`config.mk`:
```
export PLATFORM = sky130hd
export DESIGN_NAME = rx_err_fifo
export DESIGN_NICKNAME = d
export VERILOG_FILES = /design/src/rtl/rxq_pkg.sv /design/src/rtl/rxq_queue.sv /design/src/rtl/rxq_level.sv /design/src/rtl/rx_err_fifo.sv
export SDC_FILE = /design/constraint.sdc
export NUM_CORES = 1
export LEC_CHECK = 0
export BUFFER_PORTS_ARGS = -buffer_cell sky130_fd_sc_hd__buf_2
export CAP_MARGIN = 25
export CORE_MARGIN = 5
export CORE_UTILIZATION = 40
export CTS_BUF_LIST = sky130_fd_sc_hd__clkbuf_8
export DETAILED_ROUTE_END_ITERATION = 10
export GPL_TIMING_DRIVEN = 0
export PLACE_DENSITY_LB_ADDON = 0.15
export SLEW_MARGIN = 20
export SYNTH_ARGS = -nofsm -noshare
export SYNTH_HDL_FRONTEND = slang
export SYNTH_HIERARCHICAL = 1
export SYNTH_SLANG_ARGS = --single-unit
```
`constraint.sdc`:
```
create_clock -name clk -period 3.08 [get_ports clk]
set_input_delay 0.462 -clock clk [delete_from_list [all_inputs] [get_ports clk]]
set_output_delay 0.462 -clock clk [all_outputs]
set_load 0.005 [all_outputs]
```
`src/rtl/rxq_pkg.sv`:
```
package rxq_pkg;

  // Number of error bits stored beside each data word
  localparam int unsigned ERR_W = 3;

  typedef struct packed {
    logic perr;
    logic nerr;
    logic ferr;
  } rx_err_t;

  // Fill level selected by a 3-bit code, scaled to the total capacity
  function automatic int unsigned thr_level(input logic [2:0] code,
                                            input int unsigned cap);
    case (code)
      3'd0:    return 1;
      3'd1:    return cap / 4;
      3'd2:    return cap / 2;
      3'd3:    return (3 * cap) / 4;
      3'd4:    return cap - 1;
      default: return cap;
    endcase
  endfunction

endpackage

```
`src/rtl/rxq_queue.sv`:
```
module rxq_queue #(
  parameter int unsigned W     = 12,
  parameter int unsigned DEPTH = 7,
  localparam int unsigned PW   = (DEPTH > 1) ? $clog2(DEPTH) : 1,
  localparam int unsigned CW   = $clog2(DEPTH + 1)
) (
  input  logic          clk,
  input  logic          rst,
  input  logic          push,
  input  logic [W-1:0]  push_data,
  input  logic          pop,
  output logic [W-1:0]  head_data,
  output logic [CW-1:0] cnt
);

  logic [W-1:0]  mem [DEPTH];
  logic [PW-1:0] wr_ptr, rd_ptr;

  function automatic logic [PW-1:0] ptr_inc(input logic [PW-1:0] p);
    return (p == PW'(DEPTH - 1)) ? '0 : p + PW'(1);
  endfunction

  // Storage without reset so it can map onto RAM
  always_ff @(posedge clk) begin
    if (push) mem[wr_ptr] <= push_data;
  end

  assign head_data = mem[rd_ptr];

  always_ff @(posedge clk) begin
    if (rst) begin
      wr_ptr <= '0;
      rd_ptr <= '0;
      cnt    <= '0;
    end else begin
      if (push) wr_ptr <= ptr_inc(wr_ptr);
      if (pop)  rd_ptr <= ptr_inc(rd_ptr);
      case ({push, pop})
        2'b10:   cnt <= cnt + CW'(1);
        2'b01:   cnt <= cnt - CW'(1);
        default: cnt <= cnt;
      endcase
    end
  end

  // a push with no pop never goes past the store depth
  p_no_overflow_r3: assert property (@(posedge clk) disable iff (rst)
    (push && !pop) |-> (cnt < CW'(DEPTH)));

  // the store is never popped while it is empty
  p_no_underflow_r8: assert property (@(posedge clk) disable iff (rst)
    pop |-> (cnt != '0));

endmodule

```
`src/rtl/rxq_level.sv`:
```
module rxq_level #(
  parameter int unsigned CAP = 8,
  localparam int unsigned CW = $clog2(CAP + 1)
) (
  input  logic [CW-1:0] total,
  input  logic          fifo_en,
  input  logic [2:0]    code,
  input  logic          irq_en,
  output logic          thr_flag,
  output logic          irq,
  output logic          empty,
  output logic          full
);

  logic [CW-1:0] lvl;
  logic [CW-1:0] cap_eff;

  always_comb begin
    lvl     = fifo_en ? CW'(rxq_pkg::thr_level(code, CAP)) : CW'(1);
    cap_eff = fifo_en ? CW'(CAP) : CW'(1);
  end

  assign thr_flag = (total >= lvl);
  assign irq      = thr_flag & irq_en;
  assign empty    = (total == '0);
  assign full     = (total == cap_eff);

endmodule

```
`src/rtl/rx_err_fifo.sv`:
```
module rx_err_fifo #(
  parameter int unsigned DATA_W  = 9,
  parameter int unsigned Q_DEPTH = 7,
  localparam int unsigned ENT_W  = DATA_W + rxq_pkg::ERR_W,
  localparam int unsigned CAP    = Q_DEPTH + 1,
  localparam int unsigned CW     = $clog2(CAP + 1),
  localparam int unsigned QCW    = $clog2(Q_DEPTH + 1)
) (
  input  logic              clk,
  input  logic              rst,
  input  logic              cfg_fifo_en,
  input  logic [2:0]        cfg_thr_code,
  input  logic              cfg_irq_en,
  input  logic              wr_valid,
  input  logic [DATA_W-1:0] wr_data,
  input  logic              wr_perr,
  input  logic              wr_nerr,
  input  logic              wr_ferr,
  input  logic              rd_en,
  output logic [DATA_W-1:0] rd_data,
  output logic              hd_perr,
  output logic              hd_nerr,
  output logic              hd_ferr,
  output logic              thr_flag,
  output logic              empty,
  output logic              full,
  output logic              overrun,
  output logic              irq
);

  import rxq_pkg::*;

  // Holding register: data plus error bits of the oldest character
  logic [DATA_W-1:0] hr_data;
  rx_err_t           hr_err;
  logic              hr_v;

  logic [ENT_W-1:0] in_ent, q_head;
  logic [QCW-1:0]   q_cnt;
  logic [CW-1:0]    total_cnt;
  logic             pop, q_has, accept, wr_to_hr, q_push, q_pop;

  assign in_ent    = {wr_data, wr_perr, wr_nerr, wr_ferr};
  assign total_cnt = CW'(hr_v) + CW'(q_cnt);
  assign q_has     = (q_cnt != '0);

  // A read is only taken when a character is held
  assign pop      = rd_en & hr_v;
  assign accept   = wr_valid & (~full | pop);
  assign q_pop    = pop & q_has;
  assign wr_to_hr = accept & (~hr_v | pop) & ~q_has;
  assign q_push   = accept & ~wr_to_hr;

  rxq_queue #(.W(ENT_W), .DEPTH(Q_DEPTH)) u_queue (
    .clk       (clk),
    .rst       (rst),
    .push      (q_push),
    .push_data (in_ent),
    .pop       (q_pop),
    .head_data (q_head),
    .cnt       (q_cnt)
  );

  rxq_level #(.CAP(CAP)) u_level (
    .total    (total_cnt),
    .fifo_en  (cfg_fifo_en),
    .code     (cfg_thr_code),
    .irq_en   (cfg_irq_en),
    .thr_flag (thr_flag),
    .irq      (irq),
    .empty    (empty),
    .full     (full)
  );

  always_ff @(posedge clk) begin
    if (rst) begin
      hr_data <= '0;
      hr_err  <= '0;
      hr_v    <= 1'b0;
      overrun <= 1'b0;
    end else begin
      if (q_pop) begin
        hr_data <= q_head[ENT_W-1:ERR_W];
        hr_err  <= rx_err_t'(q_head[ERR_W-1:0]);
        hr_v    <= 1'b1;
      end else if (wr_to_hr) begin
        hr_data <= wr_data;
        hr_err  <= rx_err_t'({wr_perr, wr_nerr, wr_ferr});
        hr_v    <= 1'b1;
      end else if (pop) begin
        hr_v    <= 1'b0;
      end
      if (pop)
        overrun <= 1'b0;
      else if (wr_valid && !accept)
        overrun <= 1'b1;
    end
  end

  assign rd_data = hr_data;
  assign hd_perr = hr_err.perr;
  assign hd_nerr = hr_err.nerr;
  assign hd_ferr = hr_err.ferr;

  // the number held never exceeds the capacity
  p_capacity_r3: assert property (@(posedge clk) disable iff (rst)
    total_cnt <= CW'(CAP));

  // a dropped character leaves the count alone and raises overrun
  p_drop_keeps_r4: assert property (@(posedge clk) disable iff (rst)
    (wr_valid && full && !rd_en) |=> (overrun && total_cnt == $past(total_cnt)));

  // a read on an empty block with no write changes nothing
  p_empty_read_r8: assert property (@(posedge clk) disable iff (rst)
    (rd_en && empty && !wr_valid) |=> ($stable(rd_data) && empty && $stable(overrun)));

  // an interrupt implies something is held
  p_irq_needs_data_r6: assert property (@(posedge clk) disable iff (rst)
    irq |-> !empty);

  // a write together with an accepted read never sets overrun
  p_swap_no_ovr_r9: assert property (@(posedge clk) disable iff (rst)
    (wr_valid && rd_en && !empty) |=> !overrun);

endmodule

```
==> out/metrics.cfg, run 1 <==
[status]
status = finished, final reports clean

[sta]
rsz0062_at_grt = yes
skew_ns = 0.0154
fmax_mhz = 328
slew_headroom_pct = 36.9
setup_viol = 0
fin_crit_sh_pct = 98.9
worst_slack_ns = 0.0335
tightest_slew_ns = 0.945
slew_violations = 0
fin_tns_setup_ns = 0
final_hold_viol_count = 0
whs_ns = 0.312
period_minus_slack_ns = 3.05

[placement]
pre_cts_ws_ns = -0.244
gp_congestion = 0.783
hpwlAfterDp_um = 7300
portBuffers = 37
placed_area_mm2 = 0.00526

[logic_synthesis]
synth_area_leaders = edfxtp_1 52%, dfxtp_1 11%, mux2i_1 7.6%, a211oi_2 2.8%, nand2b_1 2.3%
yosys.area.top_type = edfxtp_1
synth_edf_count = 84
synth-main-ff-cell = edfxtp_1
synth_cell_types = 44
ys_async_sr_fraction_pct = 0
syn_area_mm2 = 0.00484
ys_seq_elements = 110
synth.net_count = 357
synth_warnings = 6
yosys.area.top_type_share_pct = 52.1
synthCells = 328
syn_avg_cell_area_um2 = 14.8
yosysSeqAreaShare_pct = 62.8

[pwr]
p_per_area_mw_per_mm2 = 625
leakagePower_nw = 1.78
ir_worst_vdd_v = 0.000352

[clocking]
cts_buffers = 9
clk_pin_slew_ns = 0.11
cts.path.max_buffers = 2
hold_buffers = 0
cts_root_buf = clkbuf_8
h-tree-depth = 3
clock_latency_ns = 0.39
tritoncts = done
clock-sinks = 110

[hold_path]
hp-class = in -> reg
hp-start = rst

[die]
rows = 40
start_util_pct = 40.5
coreArea_mm2 = 0.0120
ios = 38
die_y_um = 120
die_area_mm2 = 0.0144
fp.dieW_um = 120

[global_routing]
grt_usage_pct = 15.9
grt_max_degree = 18
grt_pass1_wl_um = 17200
grt-ovfl-total = 0
grt_pass1_vias = 2993
antenna_found_initial = 0

[setup_path]
cp_common_cell = nor2b_1
max_stage_delay_ns = 0.37
worstSetupPathType = reg -> reg
critPathArrivalTime_ns = 3.37
cp_slowest_cell = dfxtp_4
r2r_start = hr_v
cp_num_buf_inv = 1
path_max_fanout = 5
crit_start = hr_v
startpoint_type = flip-flop
critPathCaptureType = flip-flop
path_cells = ha_1, and3_4, nor2b_1, a21oi_1, nor3_2, nor2b_1, a211oi_1, o21a_2, inv_1, ha_2, fa_1, xnor2_1, or3_1, a21oi_2
cp_top_family = simple AND/OR/NAND/NOR gates
required_ns = 3.40

[finish]
layout_commonest_cell = edfxtp_1
drive_gt1_share_pct = 31.6
multiInputGateArea_mm2 = 0.00170
ff_latch_area_mm2 = 0.00305
area_growth_pct = 14.0
fill_cells = 1058
antenna-diode-count = 0
final_util_pct = 46.2
final_cell_area_mm2 = 0.00552
fin_nets = 410
final_cell_mix = 84 x edfxtp_1, 45 x buf_2, 37 x mux2i_1

[routing]
viasPerCell = 5.59
drtIter0Drc = 209
vias = 2978
drt_pass1_iterations = 4
drc = 0
wirelength_um = 10900
ant_nets = 0
routedWlPerCell_um = 20.5

[job]
maxCapViolCount = 0

==> cell families (layout without fill, tap and decap cells) <==
kind of cell | Yosys count | in the layout | synth area share, %
xor gates and xnor gates | 3 | 3 | 0.543
muxes | 49 | 49 | 10.7
buffers and inverters | 24 | 82 | 3.02
and+or+nand+nor | 63 | 63 | 7.41
adders and majority gates | 8 | 8 | 2.22
AOI/OAI and AO/OA | 71 | 71 | 13.2
DFF | 110 | 110 | 62.8
==> area by class of cell <==
class                           instances  area share, %
Sequential cell                       110           55.3
Multi-Input combinational cell        194           30.8
Timing Repair Buffer                   42           4.03
Tap cell                              147           3.33
Clock buffer                            9           2.24
Buffer                                 18           2.24
Clock inverter                          7           1.61
Inverter                                6          0.476
==> synth_stat cells, types with 3 or more instances <==
| library cell | n |
|---|---|
| a211oi_1 | 3 |
| a211oi_2 | 11 |
| a21oi_1 | 10 |
| a221oi_1 | 12 |
| buf_2 | 8 |
| buf_6 | 4 |
| clkbuf_1 | 4 |
| dfxtp_1 | 26 |
| edfxtp_1 | 84 |
| ha_1 | 7 |
| inv_1 | 6 |
| mux2_2 | 8 |
| mux2_4 | 4 |
| mux2i_1 | 37 |
| nand2_1 | 8 |
| nand2b_1 | 18 |
| nor2_1 | 13 |
| nor2b_1 | 4 |
| nor3_1 | 7 |
| o211ai_1 | 9 |
| o211ai_2 | 4 |
| o21ai_0 | 5 |
| o221ai_1 | 8 |
| o221ai_2 | 4 |
==> worst reg2reg max path: cells and delay by family (launching register included) <==
kind	cells	cell delay, ns
xor gates and xnor gates	1	0.14
DFF	1	0.37
AOI/OAI and AO/OA	4	0.72
buffers and inverters	1	0.08
and+or+nand+nor	5	0.90
adders and majority gates	3	0.80
==> sequential cells by signal, summed over array words and instances (netlist names), named ones only <==
name and flops:
hd_perr 1, overrun 1, u_queue/rd_ptr 3, rd_data 9, u_queue/mem 84, u_queue/cnt 3, hr_v 1, hd_ferr 1
hd_nerr 1, u_queue/wr_ptr 3
==> per-stage QoR <==
step                      power (mW)  cells
final                           3.45    533
after global placement          2.49    512
after detailed placement        2.52    516
after global routing            3.63    533
after floorplan                 2.26    328
after CTS                       3.47    532
==> per-layer routing <==
metal	up-vias	global-route usage, %	part of all wire, %	wire, um
met5	-	0	0	0
met4	0	6.30	2.0	216
li1	1394	-	-	-
met2	74	23.2	44	4820
met1	1491	23.2	50	5480
met3	19	2.97	3.8	418
==> worst paths after layout <==
kind	to	slack [ns]	depth (start not counted)
worst min-delay path	overrun	0.31	2
worst max-delay path	u_queue/cnt[2]	0.03	14
worst max register to register	u_queue/cnt[2]	0.03	14
worst min register to register	u_queue/rd_ptr[2]	0.52	2
==> power by group <==
part           internal (mW)  switching (mW)  total [mW]  leakage (nW)
combinational          0.329           0.403       0.732         0.703
sequential              1.71          0.0678        1.78         0.970
clock                  0.454           0.488       0.942         0.108
==> what timing repair did <==
action | 4_1_cts | 5_1_grt
cloned | 0 | 0
buffers inserted | 0 | 1
pin swaps | 2 | 2
hold endpoints to repair | 0 | 0
setup endpoints to repair | 77 | 53
gates resized for setup | 7 | 5
Power figures use the tool's default switching activity.
==> run 2, diff against run 1 <==
--- a/config.mk
+++ b/config.mk
@@ -12,7 +12,7 @@
 export CTS_BUF_LIST = sky130_fd_sc_hd__clkbuf_8
 export DETAILED_ROUTE_END_ITERATION = 10
 export GPL_TIMING_DRIVEN = 0
-export PLACE_DENSITY_LB_ADDON = 0.15
+export PLACE_DENSITY = 0.64
 export SLEW_MARGIN = 20
 export SYNTH_ARGS = -nofsm -noshare
 export SYNTH_HDL_FRONTEND = slang
==> run 2 against run 1 <==
Combinational power increased by 6.4%. Clock skew about the same. Worst hold slack better by 0.014 ns. Non-clock buffer count grew 5. Setup slack improved by 0.027 ns. Clock-buffer cell count unchanged. Critical path depth did not move. Cell count increased by 0.94%. Sequential share of layout area down 1.0 points. Design area rose by 2.0%. Critical endpoint unchanged. Highest routed layer unchanged.
==> out/metrics.cfg, run 2 (same netlist as run 1, synthesis figures left out) <==
[status]
status = finished, final reports clean

[clocking]
clock_latency_ns = 0.37  ; -0.02 ns
clock-sinks = 110  ; unchanged
clk_pin_slew_ns = 0.11  ; about the same
cts_buffers = 9  ; unchanged
h-tree-depth = 3  ; unchanged
cts_root_buf = clkbuf_8
cts.path.max_buffers = 2  ; unchanged
tritoncts = done
hold_buffers = 0  ; unchanged

[die]
coreArea_mm2 = 0.0120  ; unchanged
ios = 38  ; unchanged
die_area_mm2 = 0.0144  ; unchanged
rows = 40  ; unchanged
start_util_pct = 40.5  ; unchanged
fp.dieW_um = 120  ; unchanged
die_y_um = 120  ; unchanged

[sta]
setup_viol = 0  ; unchanged
rsz0062_at_grt = yes
slew_headroom_pct = 43.9  ; +7.0 points
period_minus_slack_ns = 3.02  ; -0.0274 ns
skew_ns = 0.0156  ; +0.000272 ns
final_hold_viol_count = 0  ; unchanged
tightest_slew_ns = 0.840  ; -0.105 ns
fin_crit_sh_pct = 98.0  ; -0.89 points
slew_violations = 0  ; unchanged
fmax_mhz = 331  ; +0.91%
fin_tns_setup_ns = 0  ; unchanged

[global_routing]
antenna_found_initial = 0  ; unchanged
grt_max_degree = 20  ; +2
grt_use_met3_pct = 2.97  ; unchanged
grt_pass1_wl_um = 16200  ; -5.6%
grt_usage_pct = 14.7  ; -1.2 points
grt-ovfl-total = 0  ; unchanged
grtUsageMet1_pct = 20.6  ; -2.6 points
grt_pass1_vias = 2948  ; -1.5%
use_met2_pct = 23.6  ; +0.42 points
busiest_layer = met2

[placement]
gp_congestion = 0.753  ; -3.8%
portBuffers = 37  ; unchanged
dp_cells = 514  ; -0.39%
placed_area_mm2 = 0.00526  ; -0.14%
hpwlAfterDp_um = 6880  ; -5.8%

[setup_path]
startpoint_type = flip-flop
crit_start = u_queue/cnt[0]
r2r_start = u_queue/cnt[0]
required_ns = 3.39  ; about the same
r2r_cells = 14  ; unchanged
critPathArrivalTime_ns = 3.33  ; -0.04 ns
worstSetupPathType = reg -> reg
r2r-end = u_queue/cnt[2]
cp_num_buf_inv = 1  ; unchanged
cp_slowest_cell = fa_2
cp_top_family = simple AND/OR/NAND/NOR gates
r2r_setup_slack_ns = 0.06  ; +0.03 ns
critPathCaptureType = flip-flop
max_stage_delay_ns = 0.40  ; +0.03 ns
path_max_fanout = 5  ; unchanged
path_cells = ha_2, and3_4, nor2b_1, a21oi_2, nor3_4, nor2b_1, a211oi_1, o21a_2, inv_2, ha_4, fa_2, xnor2_2, or3_4, a21oi_2

[routing]
drc = 0  ; unchanged
ant_nets = 0  ; unchanged
routedWlPerCell_um = 19.3  ; -6.0%
viasPerCell = 5.48  ; -2.0%
drtIter0Drc = 127  ; -39%
vias = 2946  ; -1.1%
wirelength_um = 10400  ; -5.1%
drt_pass1_iterations = 4  ; unchanged

[pwr]
p_per_area_mw_per_mm2 = 622  ; -0.42%
p_total_mw = 3.50  ; +1.5%
ir_worst_vdd_v = 0.000394  ; +12%
leakagePower_nw = 1.82  ; +1.9%

[hold_path]
hp-class = in -> reg
hp-start = rst
min_to = overrun
whs_path_depth = 2  ; unchanged

[finish]
ff_latch_area_mm2 = 0.00305  ; about the same
fin_cells = 538  ; +0.94%
layout_commonest_cell = edfxtp_1
final_cell_area_mm2 = 0.00563  ; +2.0%
antenna-diode-count = 0  ; unchanged
final_util_pct = 47.1  ; +0.91 points
area_growth_pct = 16.2
multiInputGateArea_mm2 = 0.00175  ; +2.8%
fin_nets = 415  ; +1.2%
fill_cells = 1043  ; -1.4%
largest_reg_flops = 84  ; unchanged
top_register = u_queue/mem
final_cell_mix = 84 x edfxtp_1, 45 x buf_2, 37 x mux2i_1
drive_gt1_share_pct = 35.3  ; +3.7 points

[job]
maxCapViolCount = 0  ; unchanged

[run 2: per-stage QoR]
stage,worst slack (ns),hold slack (ns)
2_1_floorplan,0.00637,0.471
3_3_place_gp,-0.948,0.488
3_5_place_dp,-0.119,0.492
4_1_cts,-0.0162,0.314
5_1_grt,-0.0718,0.323
6_report,0.0610,0.326
[run 2: what timing repair did]
action / 4_1_cts / 5_1_grt
setup endpoints to repair: 67 / 50
pin swaps: 2 / 8
gates resized for setup: 9 / 16
buffers inserted: 1 / 7
[run 2: cell type report]
type	count	area share [%]
Sequential cell	110	54.2
Multi-Input combinational cell	194	31.1
Timing Repair Buffer	47	4.76
Tap cell	147	3.27
Clock buffer	9	2.20
Buffer	18	2.20
Clock inverter	7	1.82
Inverter	6	0.467
[run 2: how the worst max path moves through the flow]
stage	end	cells past startpoint
after floorplan	u_queue/mem[0][0]	10
after CTS	u_queue/mem[4][1]	10
final	u_queue/cnt[2]	14
after global placement	u_queue/mem[0][0]	9
after detailed placement	u_queue/cnt[2]	14
after global routing	u_queue/cnt[2]	14
[run 2: metal layers]
metal,wire (um),part of all wire (%)
met4,99,0.95
met3,422,4.1
met1,4810,46
met5,0,0
met2,5040,49
[run 2: worst reg2reg max path: stages, from the launching register on]
cell	delay [ns]
dfxtp_4	0.37
ha_2	0.17
and3_4	0.19
nor2b_1	0.14
a21oi_2	0.18
nor3_4	0.08
nor2b_1	0.14
a211oi_1	0.20
o21a_2	0.22
inv_2	0.06
ha_4	0.17
fa_2	0.40
xnor2_2	0.15
or3_4	0.39
a21oi_2	0.11
[run 2: report_power, final]
part	leakage (nW)	internal (mW)	switching, mW	total (mW)
combinational	0.728	0.365	0.414	0.779
clock	0.116	0.470	0.494	0.963
sequential	0.971	1.71	0.0529	1.76
==> run 3, diff against run 2 <==
--- a/config.mk
+++ b/config.mk
@@ -5,6 +5,7 @@
 export SDC_FILE = /design/constraint.sdc
 export NUM_CORES = 1
 export LEC_CHECK = 0
+export ABC_AREA = 1
 export BUFFER_PORTS_ARGS = -buffer_cell sky130_fd_sc_hd__buf_2
 export CAP_MARGIN = 25
 export CORE_MARGIN = 5
==> run 3 against run 2 <==
Die area up 4.8%. Design area up 2.6%. Combinational power up 64%. Synthesized cell count up 72%. Global-route usage up 1.1 points. First-iteration DRC count up 72%. Highest routed layer unchanged. Clock-buffer cell count up 2. Core utilization down 1.1 points.
==> out/metrics.cfg, run 3 <==
[logic_synthesis]
synth_edf_count = 84  ; unchanged
synth.net_count = 594  ; +66%
yosys.area.top_type_share_pct = 49.5  ; -2.6 points
yosysMostFrequentCell = nand2_1
synth_cell_types = 30  ; -32%
yosys.area.top_type = edfxtp_1
synth_warnings = 6  ; unchanged
synth_area_leaders = edfxtp_1 49%, nand2_1 13%, dfxtp_1 10%, nand3_1 7.2%, inv_1 6.1%
synthCells = 565  ; +72%
ys_async_sr_fraction_pct = 0  ; unchanged
syn_avg_cell_area_um2 = 9.02  ; -39%
yosysSeqAreaShare_pct = 59.7  ; -3.1 points
syn_area_mm2 = 0.00510  ; +5.2%
ys_seq_elements = 110  ; unchanged
synth-main-ff-cell = edfxtp_1
synthTopCellsByCount = 174 x nand2_1, 84 x edfxtp_1, 83 x inv_1

[routing]
viasPerCell = 4.65  ; -15%
wirelength_um = 11100  ; +6.6%
drtIter0Drc = 218  ; +72%
ant_nets = 0  ; unchanged
drt_pass1_iterations = 4  ; unchanged
routedWlPerCell_um = 14.0  ; -27%
vias = 3681  ; +25%
drc = 0  ; unchanged

[clocking]
cts_buffers = 9  ; unchanged
h-tree-depth = 3  ; unchanged
hold_buffers = 0  ; unchanged
clock-sinks = 110  ; unchanged
clk_pin_slew_ns = 0.10  ; about the same
clock_latency_ns = 0.37  ; about the same
tritoncts = done
cts_root_buf = clkbuf_8
cts.path.max_buffers = 2  ; unchanged

[sta]
setup_viol = 0  ; unchanged
fmax_mhz = 362  ; +9.3%
tightest_slew_ns = 0.757  ; -0.0833 ns
skew_ns = 0.0142  ; -0.00144 ns
fin_crit_sh_pct = 89.7  ; -8.4 points
worst_slack_ns = 0.318  ; +0.257 ns
period_minus_slack_ns = 2.76  ; -0.257 ns
final_hold_viol_count = 0  ; unchanged
rsz0062_at_grt = no
slew_violations = 0  ; unchanged
slew_headroom_pct = 49.5  ; +5.6 points
whs_ns = 0.336  ; +0.00944 ns
fin_tns_setup_ns = 0  ; unchanged

[global_routing]
use_met2_pct = 25.7  ; +2.1 points
grt_use_met3_pct = 2.63  ; -0.34 points
grt-ovfl-total = 0  ; unchanged
grt_max_degree = 19  ; -5.0%
busiest_layer = met2
grt_pass1_wl_um = 18400  ; +13%
grt_usage_pct = 15.8  ; +1.1 points
antenna_found_initial = 0  ; unchanged
grtUsageMet1_pct = 21.6  ; +0.97 points
grt_pass1_vias = 3688  ; +25%

[finish]
final_util_pct = 45.9  ; -1.1 points
ff_latch_area_mm2 = 0.00304  ; -0.29%
layout_commonest_cell = nand2_1
drive_gt1_share_pct = 15.5  ; -20 points
area_growth_pct = 13.3
fill_cells = 1226  ; +18%
final_cell_mix = 174 x nand2_1, 84 x edfxtp_1, 83 x inv_1
top_register = u_queue/mem
multiInputGateArea_mm2 = 0.00161  ; -8.2%
antenna-diode-count = 0  ; unchanged
fin_nets = 643  ; +55%
largest_reg_flops = 84  ; unchanged

[die]
die_area_mm2 = 0.0151  ; +4.8%
fp.dieW_um = 123  ; +2.4%
coreArea_mm2 = 0.0126  ; +5.1%
rows = 41  ; +2.5%
die_y_um = 123  ; +2.4%
ios = 38  ; unchanged
start_util_pct = 40.6  ; +0.066 points

[pwr]
ir_worst_vdd_v = 0.000460  ; +17%
p_total_mw = 4.14  ; +18%
leakagePower_nw = 2.67  ; +47%
p_per_area_mw_per_mm2 = 717  ; +15%

[setup_path]
critPathArrivalTime_ns = 3.03  ; -0.30 ns
worstSetupPathType = reg -> reg
required_ns = 3.35  ; -0.04 ns
crit_start = u_queue/cnt[0]
startpoint_type = flip-flop
path_max_fanout = 5  ; unchanged
r2r_start = u_queue/cnt[0]
critPathCaptureType = flip-flop

[status]
status = finished, final reports clean

[hold_path]
hp-class = in -> reg
hp-start = rst

[placement]
gp_congestion = 0.796  ; +5.7%
pre_cts_ws_ns = -0.0243  ; +0.0946 ns
hpwlAfterDp_um = 7990  ; +16%
portBuffers = 37  ; unchanged

[job]
maxCapViolCount = 0  ; unchanged

[run 3: repair_timing]
item	CTS	global route
endpoints found under the setup margin	12	34
setup buffers	0	0
gates resized for setup	1	4
[run 3: cell type report]
class	instances	area share, %
plain buffers	20	2.34
multi-input cells	346	27.8
repair buffers	38	3.40
flip-flops and latches	110	52.7
inverters	89	5.83
well taps	172	3.73
clock buffers	11	2.62
clock inverters	5	1.54
[run 3: final timing paths]
| kind | endpoint | cells after the start | slack [ns] |
|---|---|---|---|
| worst max-delay path | u_queue/cnt[1] | 13 | 0.32 |
| worst min-delay path | u_queue/wr_ptr[1] | 2 | 0.34 |
| worst max register to register | u_queue/cnt[1] | 13 | 0.32 |
| worst min register to register | u_queue/rd_ptr[0] | 2 | 0.50 |
[run 3: logic make-up (layout without fill, tap and decap cells)]
family | count (synthesis) | in the layout | synth area share [%]
xor+xnor | 1 | 1 | 0.172
compound gates | 22 | 22 | 2.26
simple gates | 315 | 315 | 26.5
flops | 110 | 110 | 59.7
buf+inv | 109 | 163 | 9.25
fa+ha+maj | 8 | 8 | 2.11
[run 3: power by group]
group	total (mW)	internal, mW	switching [mW]
registers	1.84	1.76	0.0827
logic	1.28	0.469	0.811
clock network	1.01	0.513	0.500
total	4.14	2.74	1.39
[run 3: layer usage]
layer,up-vias,part of all wire [%]
met2,74,47
li1,1890,-
met5,-,0
met3,9,3.8
met1,1708,48
met4,0,1.2
[run 3: through the flow]
step                      instance area, um^2  std cells
after global routing                     5770        791
after detailed placement                 5510        775
after floorplan                          5100        565
after CTS                                5760        791
after global placement                   5500        774
final                                    5770        791
[run 3: critical path, stage by stage, from the launching register on]
cell and delay (ns):
dfxtp_2 0.37, ha_1 0.20, ha_1 0.19, xor2_1 0.15, or2_1 0.25, nor3_2 0.27, nand2_1 0.08, nand2_1 0.09
nor2_1 0.07, inv_1 0.12, ha_1 0.24, fa_1 0.43, o21ai_0 0.16, nor2_1 0.07
